$ cat src/rtl/e1rx_pkg.sv
package e1rx_pkg;

   typedef enum logic {
      SYNC_EVERY_FRAME = 1'b0,
      SYNC_MULTIFRAME  = 1'b1
   } e1rx_sync_e;

   // counter width that is at least one bit
   function automatic int unsigned cnt_width(input int unsigned n);
      return (n > 1) ? $clog2(n) : 1;
   endfunction

endpackage

$ cat src/rtl/e1rx_pos_counter.sv
module e1rx_pos_counter #(
   parameter int unsigned BITS_PER_CH   = 8,
   parameter int unsigned CHANNELS      = 32,
   parameter int unsigned FRAMES_PER_MF = 16,
   parameter bit          HAS_MF_ALIGN  = 1'b1,
   localparam int unsigned BW = e1rx_pkg::cnt_width(BITS_PER_CH),
   localparam int unsigned CW = e1rx_pkg::cnt_width(CHANNELS),
   localparam int unsigned FW = e1rx_pkg::cnt_width(FRAMES_PER_MF)
) (
   input  logic          clk,
   input  logic          rst_n,
   input  logic          frame_align,
   input  logic          mf_align,
   output logic          run_q,
   output logic          run_d,
   output logic [BW-1:0] bit_d,
   output logic [CW-1:0] ch_d,
   output logic [FW-1:0] fr_d
);

   localparam logic [BW-1:0] BIT_LAST = BW'(BITS_PER_CH - 1);
   localparam logic [CW-1:0] CH_LAST  = CW'(CHANNELS - 1);
   localparam logic [FW-1:0] FR_LAST  = FW'(FRAMES_PER_MF - 1);

   logic [BW-1:0] bit_q;
   logic [CW-1:0] ch_q;
   logic [FW-1:0] fr_q;
   logic [FW-1:0] fr_inc;
   logic          mf_hit;

   generate
      if (HAS_MF_ALIGN) begin : g_mf
         assign mf_hit = mf_align;
      end else begin : g_no_mf
         assign mf_hit = 1'b0;
      end
   endgenerate

   assign fr_inc = (fr_q == FR_LAST) ? '0 : fr_q + 1'b1;

   always_comb begin
      run_d = run_q;
      bit_d = bit_q;
      ch_d  = ch_q;
      fr_d  = fr_q;
      if (frame_align) begin
         run_d = 1'b1;
         bit_d = '0;
         ch_d  = '0;
         fr_d  = (!run_q || mf_hit) ? '0 : fr_inc;
      end else if (run_q) begin
         if (bit_q == BIT_LAST) begin
            bit_d = '0;
            if (ch_q == CH_LAST) begin
               ch_d = '0;
               fr_d = fr_inc;
            end else begin
               ch_d = ch_q + 1'b1;
            end
         end else begin
            bit_d = bit_q + 1'b1;
         end
      end
   end

   always_ff @(posedge clk or negedge rst_n) begin
      if (!rst_n) begin
         run_q <= 1'b0;
         bit_q <= '0;
         ch_q  <= '0;
         fr_q  <= '0;
      end else begin
         run_q <= run_d;
         bit_q <= bit_d;
         ch_q  <= ch_d;
         fr_q  <= fr_d;
      end
   end

endmodule

$ cat src/rtl/e1rx_mask_gate.sv
module e1rx_mask_gate #(
   parameter int unsigned CHANNELS = 32,
   localparam int unsigned CW = e1rx_pkg::cnt_width(CHANNELS)
) (
   input  logic                clk,
   input  logic                rst_n,
   input  logic                run_d,
   input  logic                ch_start,
   input  logic [CW-1:0]       ch_d,
   input  logic [CHANNELS-1:0] chan_mask,
   output logic                chan_blk
);

   // mask bit is taken only when a channel begins, so the level holds for the whole channel
   always_ff @(posedge clk or negedge rst_n) begin
      if (!rst_n) begin
         chan_blk <= 1'b0;
      end else if (!run_d) begin
         chan_blk <= 1'b0;
      end else if (ch_start) begin
         chan_blk <= chan_mask[ch_d];
      end
   end

endmodule

$ cat src/rtl/e1rx_strobe_gen.sv
module e1rx_strobe_gen #(
   parameter int unsigned BITS_PER_CH   = 8,
   parameter int unsigned CHANNELS      = 32,
   parameter int unsigned FRAMES_PER_MF = 16,
   localparam int unsigned BW = e1rx_pkg::cnt_width(BITS_PER_CH),
   localparam int unsigned CW = e1rx_pkg::cnt_width(CHANNELS),
   localparam int unsigned FW = e1rx_pkg::cnt_width(FRAMES_PER_MF)
) (
   input  logic          clk,
   input  logic          rst_n,
   input  logic          run_d,
   input  logic [BW-1:0] bit_d,
   input  logic [CW-1:0] ch_d,
   input  logic [FW-1:0] fr_d,
   input  logic          sync_mode,
   output logic          chan_lsb,
   output logic          sync_pulse
);

   import e1rx_pkg::*;

   localparam logic [BW-1:0] BIT_LAST = BW'(BITS_PER_CH - 1);

   logic       frame_start;
   logic       sync_hit;
   e1rx_sync_e mode;

   assign mode        = e1rx_sync_e'(sync_mode);
   assign frame_start = run_d && (bit_d == '0) && (ch_d == '0);

   always_comb begin
      unique case (mode)
         SYNC_MULTIFRAME:  sync_hit = frame_start && (fr_d == '0);
         default:          sync_hit = frame_start;
      endcase
   end

   always_ff @(posedge clk or negedge rst_n) begin
      if (!rst_n) begin
         chan_lsb   <= 1'b0;
         sync_pulse <= 1'b0;
      end else begin
         chan_lsb   <= run_d && (bit_d == BIT_LAST);
         sync_pulse <= sync_hit;
      end
   end

endmodule

$ cat src/rtl/e1rx_chan_timing.sv
module e1rx_chan_timing #(
   parameter int unsigned BITS_PER_CH   = 8,
   parameter int unsigned CHANNELS      = 32,
   parameter int unsigned FRAMES_PER_MF = 16,
   parameter bit          HAS_MF_ALIGN  = 1'b1
) (
   input  logic                clk,
   input  logic                rst_n,
   input  logic                frame_align,
   input  logic                mf_align,
   input  logic                sync_mode,
   input  logic [CHANNELS-1:0] chan_mask,
   output logic                chan_lsb,
   output logic                chan_blk,
   output logic                sync_pulse
);

   localparam int unsigned BW = e1rx_pkg::cnt_width(BITS_PER_CH);
   localparam int unsigned CW = e1rx_pkg::cnt_width(CHANNELS);
   localparam int unsigned FW = e1rx_pkg::cnt_width(FRAMES_PER_MF);

   generate
      if (BITS_PER_CH < 2) begin : g_bad_bits
         $error("BITS_PER_CH must be at least 2");
      end
      if (CHANNELS < 2) begin : g_bad_ch
         $error("CHANNELS must be at least 2");
      end
      if (FRAMES_PER_MF < 1) begin : g_bad_fr
         $error("FRAMES_PER_MF must be at least 1");
      end
   endgenerate

   logic          run_q;
   logic          run_d;
   logic [BW-1:0] bit_d;
   logic [CW-1:0] ch_d;
   logic [FW-1:0] fr_d;

   e1rx_pos_counter #(
      .BITS_PER_CH  (BITS_PER_CH),
      .CHANNELS     (CHANNELS),
      .FRAMES_PER_MF(FRAMES_PER_MF),
      .HAS_MF_ALIGN (HAS_MF_ALIGN)
   ) u_pos (
      .clk        (clk),
      .rst_n      (rst_n),
      .frame_align(frame_align),
      .mf_align   (mf_align),
      .run_q      (run_q),
      .run_d      (run_d),
      .bit_d      (bit_d),
      .ch_d       (ch_d),
      .fr_d       (fr_d)
   );

   e1rx_mask_gate #(
      .CHANNELS(CHANNELS)
   ) u_gate (
      .clk      (clk),
      .rst_n    (rst_n),
      .run_d    (run_d),
      .ch_start (bit_d == '0),
      .ch_d     (ch_d),
      .chan_mask(chan_mask),
      .chan_blk (chan_blk)
   );

   e1rx_strobe_gen #(
      .BITS_PER_CH  (BITS_PER_CH),
      .CHANNELS     (CHANNELS),
      .FRAMES_PER_MF(FRAMES_PER_MF)
   ) u_strobe (
      .clk       (clk),
      .rst_n     (rst_n),
      .run_d     (run_d),
      .bit_d     (bit_d),
      .ch_d      (ch_d),
      .fr_d      (fr_d),
      .sync_mode (sync_mode),
      .chan_lsb  (chan_lsb),
      .sync_pulse(sync_pulse)
   );

endmodule

$ cat config.mk
export PLATFORM = sky130hd
export DESIGN_NAME = e1rx_chan_timing
export DESIGN_NICKNAME = d
export VERILOG_FILES = /design/src/rtl/e1rx_pkg.sv /design/src/rtl/e1rx_pos_counter.sv /design/src/rtl/e1rx_mask_gate.sv /design/src/rtl/e1rx_strobe_gen.sv /design/src/rtl/e1rx_chan_timing.sv
export SDC_FILE = /design/constraint.sdc
export NUM_CORES = 1
export LEC_CHECK = 0
export ABC_AREA = 1
export CAP_MARGIN = 20
export CORE_ASPECT_RATIO = 0.6
export CORE_UTILIZATION = 30
export DETAILED_ROUTE_END_ITERATION = 8
export GPL_ROUTABILITY_DRIVEN = 0
export GPL_TIMING_DRIVEN = 0
export PLACE_DENSITY = 0.64
export SLEW_MARGIN = 20
export SYNTH_ARGS = -nofsm -noshare
export SYNTH_HDL_FRONTEND = slang
export SYNTH_SLANG_ARGS = --single-unit
$ cat constraint.sdc
create_clock -name clk -period 4.7 [get_ports clk]
set_clock_uncertainty 0.1 [all_clocks]
set_input_delay 0.94 -clock clk [delete_from_list [all_inputs] [get_ports clk]]
set_output_delay 0.94 -clock clk [all_outputs]
set_load 0.03 [all_outputs]
[After elaboration in Yosys (flattened, before gate mapping)]
Index checks and enable logic that the tools add are counted.
Widths: inputs -> output; s select.
Operators by class
  add/sub/neg operators: 3
  magnitude comparators: 1
  equal/unequal tests: 5
  mux-type cells: 19
  reduce and logical (&&, ||, !) cells: 9
Operators by type and width (count)
  $mux 4: 6
  $mux 5: 4
  $mux 3: 3
  $eq 3x3->1 const B: 2
  $lt 5x6->1 const B: 1
  $add 5x1->5 const B: 1
  $bmux 1 s5: 1
  $eq 5x5->1 const B: 1
  $logic_not 5->1: 1
  $mux 1: 5
  $add 4x1->4 const B: 1
  $eq 4x4->1 const B: 1
  $logic_and 1x1->1: 4
  $logic_not 4->1: 1
  $add 3x1->3 const B: 1
  $logic_not 3->1: 1
  $ne 2x2->1 const B: 1
  $logic_not 1->1: 1
  $logic_or 1x1->1: 1
Storage, ports and cells
  register bits: 16
  input bits: 37
  output and inout bits: 3

[Depth between registers and ports, before layout]
  depth in word-level cells: 9
  gate-level depth with buffers: 17
  mapped depth without buffers: 16

[Modules after synthesis]
Synthesis repeated with hierarchy kept, for this count alone.
Unflattened totals
  cell total of the unflattened synthesis: 217
  area total of the unflattened synthesis: 1340.0 um^2
Modules (own cells, without submodules)
  e1rx_pos_counter: instances 1, cells each 94, area each 730.7 um^2, seq. area each 325.3 um^2
  e1rx_mask_gate: instances 1, cells each 102, area each 466.7 um^2, seq. area each 25.0 um^2
  e1rx_strobe_gen: instances 1, cells each 17, area each 125.1 um^2, seq. area each 50.0 um^2
  e1rx_chan_timing: instances 1, cells each 4, area each 17.5 um^2, seq. area each 0.0 um^2

[Worst setup path before layout]
OpenSTA, ideal clock, no wires.
  kind: input-to-reg
  start point: input frame_align
  end point: register u_gate.chan_blk
  setup time: 0.129 ns
  data arrival time: 1.851 ns
  setup slack: 2.620 ns
  stages: 13
  cell sequence: inv_2 -> nand2_4 -> inv_2 -> nand2_4 -> buf_8 -> nand2_1 -> nand3_1 -> nand3_1 -> nand3_1 -> nand2_1 -> nand2_1 -> nand3_1 -> nand2_1
Between the ends
  longest elaborated chain between the ends: 5
Ends and longest elaborated chain
  from (decl): line e1rx_chan_timing.sv:9  | input logic frame_align,
  $mux 5: line e1rx_pos_counter.sv:46  | if (frame_align) begin
  $bmux 1 s5: line e1rx_mask_gate.sv:21  | chan_blk <= chan_mask[ch_d];
  $mux 1 (not written as such): line e1rx_mask_gate.sv:21
  $mux 1: line e1rx_mask_gate.sv:20  | end else if (ch_start) begin
  $mux 1: line e1rx_mask_gate.sv:18  | end else if (!run_d) begin
  to (signal assigned): line e1rx_mask_gate.sv:21
  to (decl): line e1rx_mask_gate.sv:11  | output logic chan_blk
Parallel ways exist; a longest one is shown, timed or not. The select of a mux whose other input is x is not followed.
A chain may end at the register's enable or synchronous reset.

[Final worst setup path]
Ends and elaborated chain as after synthesis.

==> flow_summary.toml <==
[critical_path]
cp_slowest_stage_delay_ns = 0.56
start_kind = "input port"
worstPathMaxFanout = 8
rr_worst_depth = 17
path_cells = "clkdlybuf4s50_1 -> inv_2 -> nand2_4 -> inv_2 -> nand3_1 -> nand3_1 -> nand3_1 -> nand3_1 -> nand2_1 -> nand2_1 -> nand3_1 -> nand2_1"
cpMaxStageDelayCell = "clkdlybuf4s50_1"
required_ns = 4.72
path_common_cell = "nand3_1"
worstPathArrival_ns = 2.65
worstSetupEndpointType = "flop"
crit_type = "in2reg"

[cells_and_area]
layout_commonest_cell = "nand3_1"
final_nets = 258
design_area_sq_um = 1710
register_area_sq_um = 400
layout_common_cells = "nand3_1 (46), nand2_1 (43), clkdlybuf4s50_1 (39)"
multi_input_area_sq_um = 699
fillers = 394
diodes = 0
area_growth_pct = 42.0
drive_above_1_share = 0.0884
fin_util = 0.456

[sta]
slew_viol_final = 0
tns_ns = 0
setup_viol = 0
finalHoldViolations = 0
period_needed_ns = 2.63
rsz0062_at_grt = "false"
fmax_mhz = 381
min_period_over_period = 0.559
tightest_slew_ns = 0.684
holdWs_ns = 0.452
slew_headroom = 0.542

[cts]
clkTransAtPathRegs_ns = 0.06
htree_num_levels = 1
cts_resized = 0
cts_tree = "built"
clockBufferDepth = 2
cts-root-buf = "clkbuf_8"
clock-sinks = 16
postCtsSetupRepairBufs = 0
clock_latency_ns = 0.24
cts_buffers = 3
cts_hold_buf = 0

[hold_path]
hold_path_depth = 2
hold_path.class = "reg2reg"

[power]
combPwrFrac = 0.273
p_int_w = 0.000283
power_switching_w = 0.000108
p_clk_frac = 0.307
p_seq_frac = 0.420
pwr_density_cell_nw_per_um2 = 229
switching_share = 0.276
vdd_drop_max_mv = 0.171
cellLeakagePower_nw = 0.793

[route]
drt_iter0_markers = 69
firstDrtPassIters = 4
wl_per_cell_microns = 12.2
drc = 0
wirelength_microns = 3210
vias = 1254
viasPerCell = 4.79
ant_nets = 0

[floorplanning]
std_cell_rows = 17
die_y_microns = 51.0
dieArea_sq_um = 4270
die_w_microns = 83.7
io_pins = 40
start_util = 0.321
coreArea_sq_um = 3740

[logic_synthesis]
ys_seq_elements = 16
synth_edf_count = 0
ys_seq_area_frac = 0.333
synthFlopType = "dfrtp_1"
yosys_warnings = 0
synth-async-reset-ratio = 1.00
syn-cell-area_sq_um = 1200
ys_types = 26
syn_inst = 172
synth_area_per_cell_sq_um = 6.98
syn_nets = 214

[status]
status = "finished clean"

[grt]
grt_pass1_vias = 1116
grt_overflow_total = 0
antenna_found_initial = 0
grt.total_usage = 0.152
grt_max_degree = 17
grt_pass1_wl_microns = 5110

[placed_design]
placed_area_sq_um = 1650
portBuffers = 39
place_hpwl_microns = 2600

[flow_run]
drv_cap = 0
synthesized netlist by cell type (2+ instances only):
cell / count / area, sq um
a21oi_1: 4 / 20.0
ha_1: 5 / 62.6
buf_4: 2 / 15.0
dfrtp_1: 16 / 400
nor3_1: 3 / 15.0
inv_2: 3 / 11.3
nand3_1: 46 / 230
nand2_4: 3 / 33.8
inv_1: 13 / 48.8
nand2_1: 43 / 161
nor2_1: 15 / 56.3
nand2_2: 2 / 12.5
o21ai_0: 4 / 20.0
power groups by stage:
stage                     logic [W]  registers (W)  clock network (W)
after detailed placement   0.000107       0.000166                  0
final                      0.000107       0.000164           0.000120
after CTS                  0.000108       0.000164           0.000124
after global routing       0.000117       0.000167           0.000130
after floorplan           0.0000462       0.000172                  0
after global placement     0.000106       0.000166                  0
cell type report:
type	instances	share of cell area
buffer	4	0.0242
inverter	16	0.0352
tap	47	0.0345
sequential	16	0.235
clock buffer	4	0.0323
multi-input combinational	136	0.410
timing repair buffer	39	0.229
worst max-delay path: cells and delay by family:
family / cells / cell delay (ns)
and+or+nand+nor: 9 / 0.96
buffers and inverters: 3 / 0.74
kinds of logic after synthesis:
logic type	after synthesis	share of synthesized area
xor gates and xnor gates	1	0.00729
buffers and inverters	20	0.0844
adders and majority gates	5	0.0521
and+or+nand+nor	118	0.462
DFF	16	0.333
AOI/OAI and AO/OA	12	0.0604
per-stage QoR:
step,power (W),cells,worst slack (ns)
after floorplan,0.000219,172,2.62
after global placement,0.000271,258,1.82
after detailed placement,0.000273,258,1.82
after CTS,0.000395,262,2.08
after global routing,0.000414,262,1.96
final,0.000391,262,2.07
flip-flops by register name, summed over array words and instances, names as in the netlist:
name	cells
u_pos.run_q	1
u_strobe.chan_lsb	1
u_pos.ch_q	5
u_pos.fr_q	4
u_gate.chan_blk	1
u_strobe.sync_pulse	1
u_pos.bit_q	3
routing by layer:
metal	track usage	wire (microns)	vias to the layer above
li1	-	-	670
met4	0.0226	0	0
met2	0.198	1190	39
met3	0.0436	238	0
met1	0.241	1780	545
met5	0	0	-
path summary, 6_finish.rpt:
kind / start / end / slack (ns)
hold / removal: u_pos.fr_q[1]$_DFF_PN0_ / u_pos.fr_q[1]$_DFF_PN0_ / 0.45
setup reg to reg: u_pos.ch_q[0]$_DFF_PN0_ / u_gate.chan_blk$_DFFE_PN0P_ / 2.35
max in group asynchronous: rst_n / u_pos.ch_q[1]$_DFF_PN0_ / 3.06
setup / recovery: frame_align / u_gate.chan_blk$_DFFE_PN0P_ / 2.07
hold reg to reg: u_pos.fr_q[1]$_DFF_PN0_ / u_pos.fr_q[1]$_DFF_PN0_ / 0.45
min in group asynchronous: rst_n / u_pos.fr_q[0]$_DFF_PN0_ / 1.01
No activity file was read; power rests on OpenSTA's default activity.
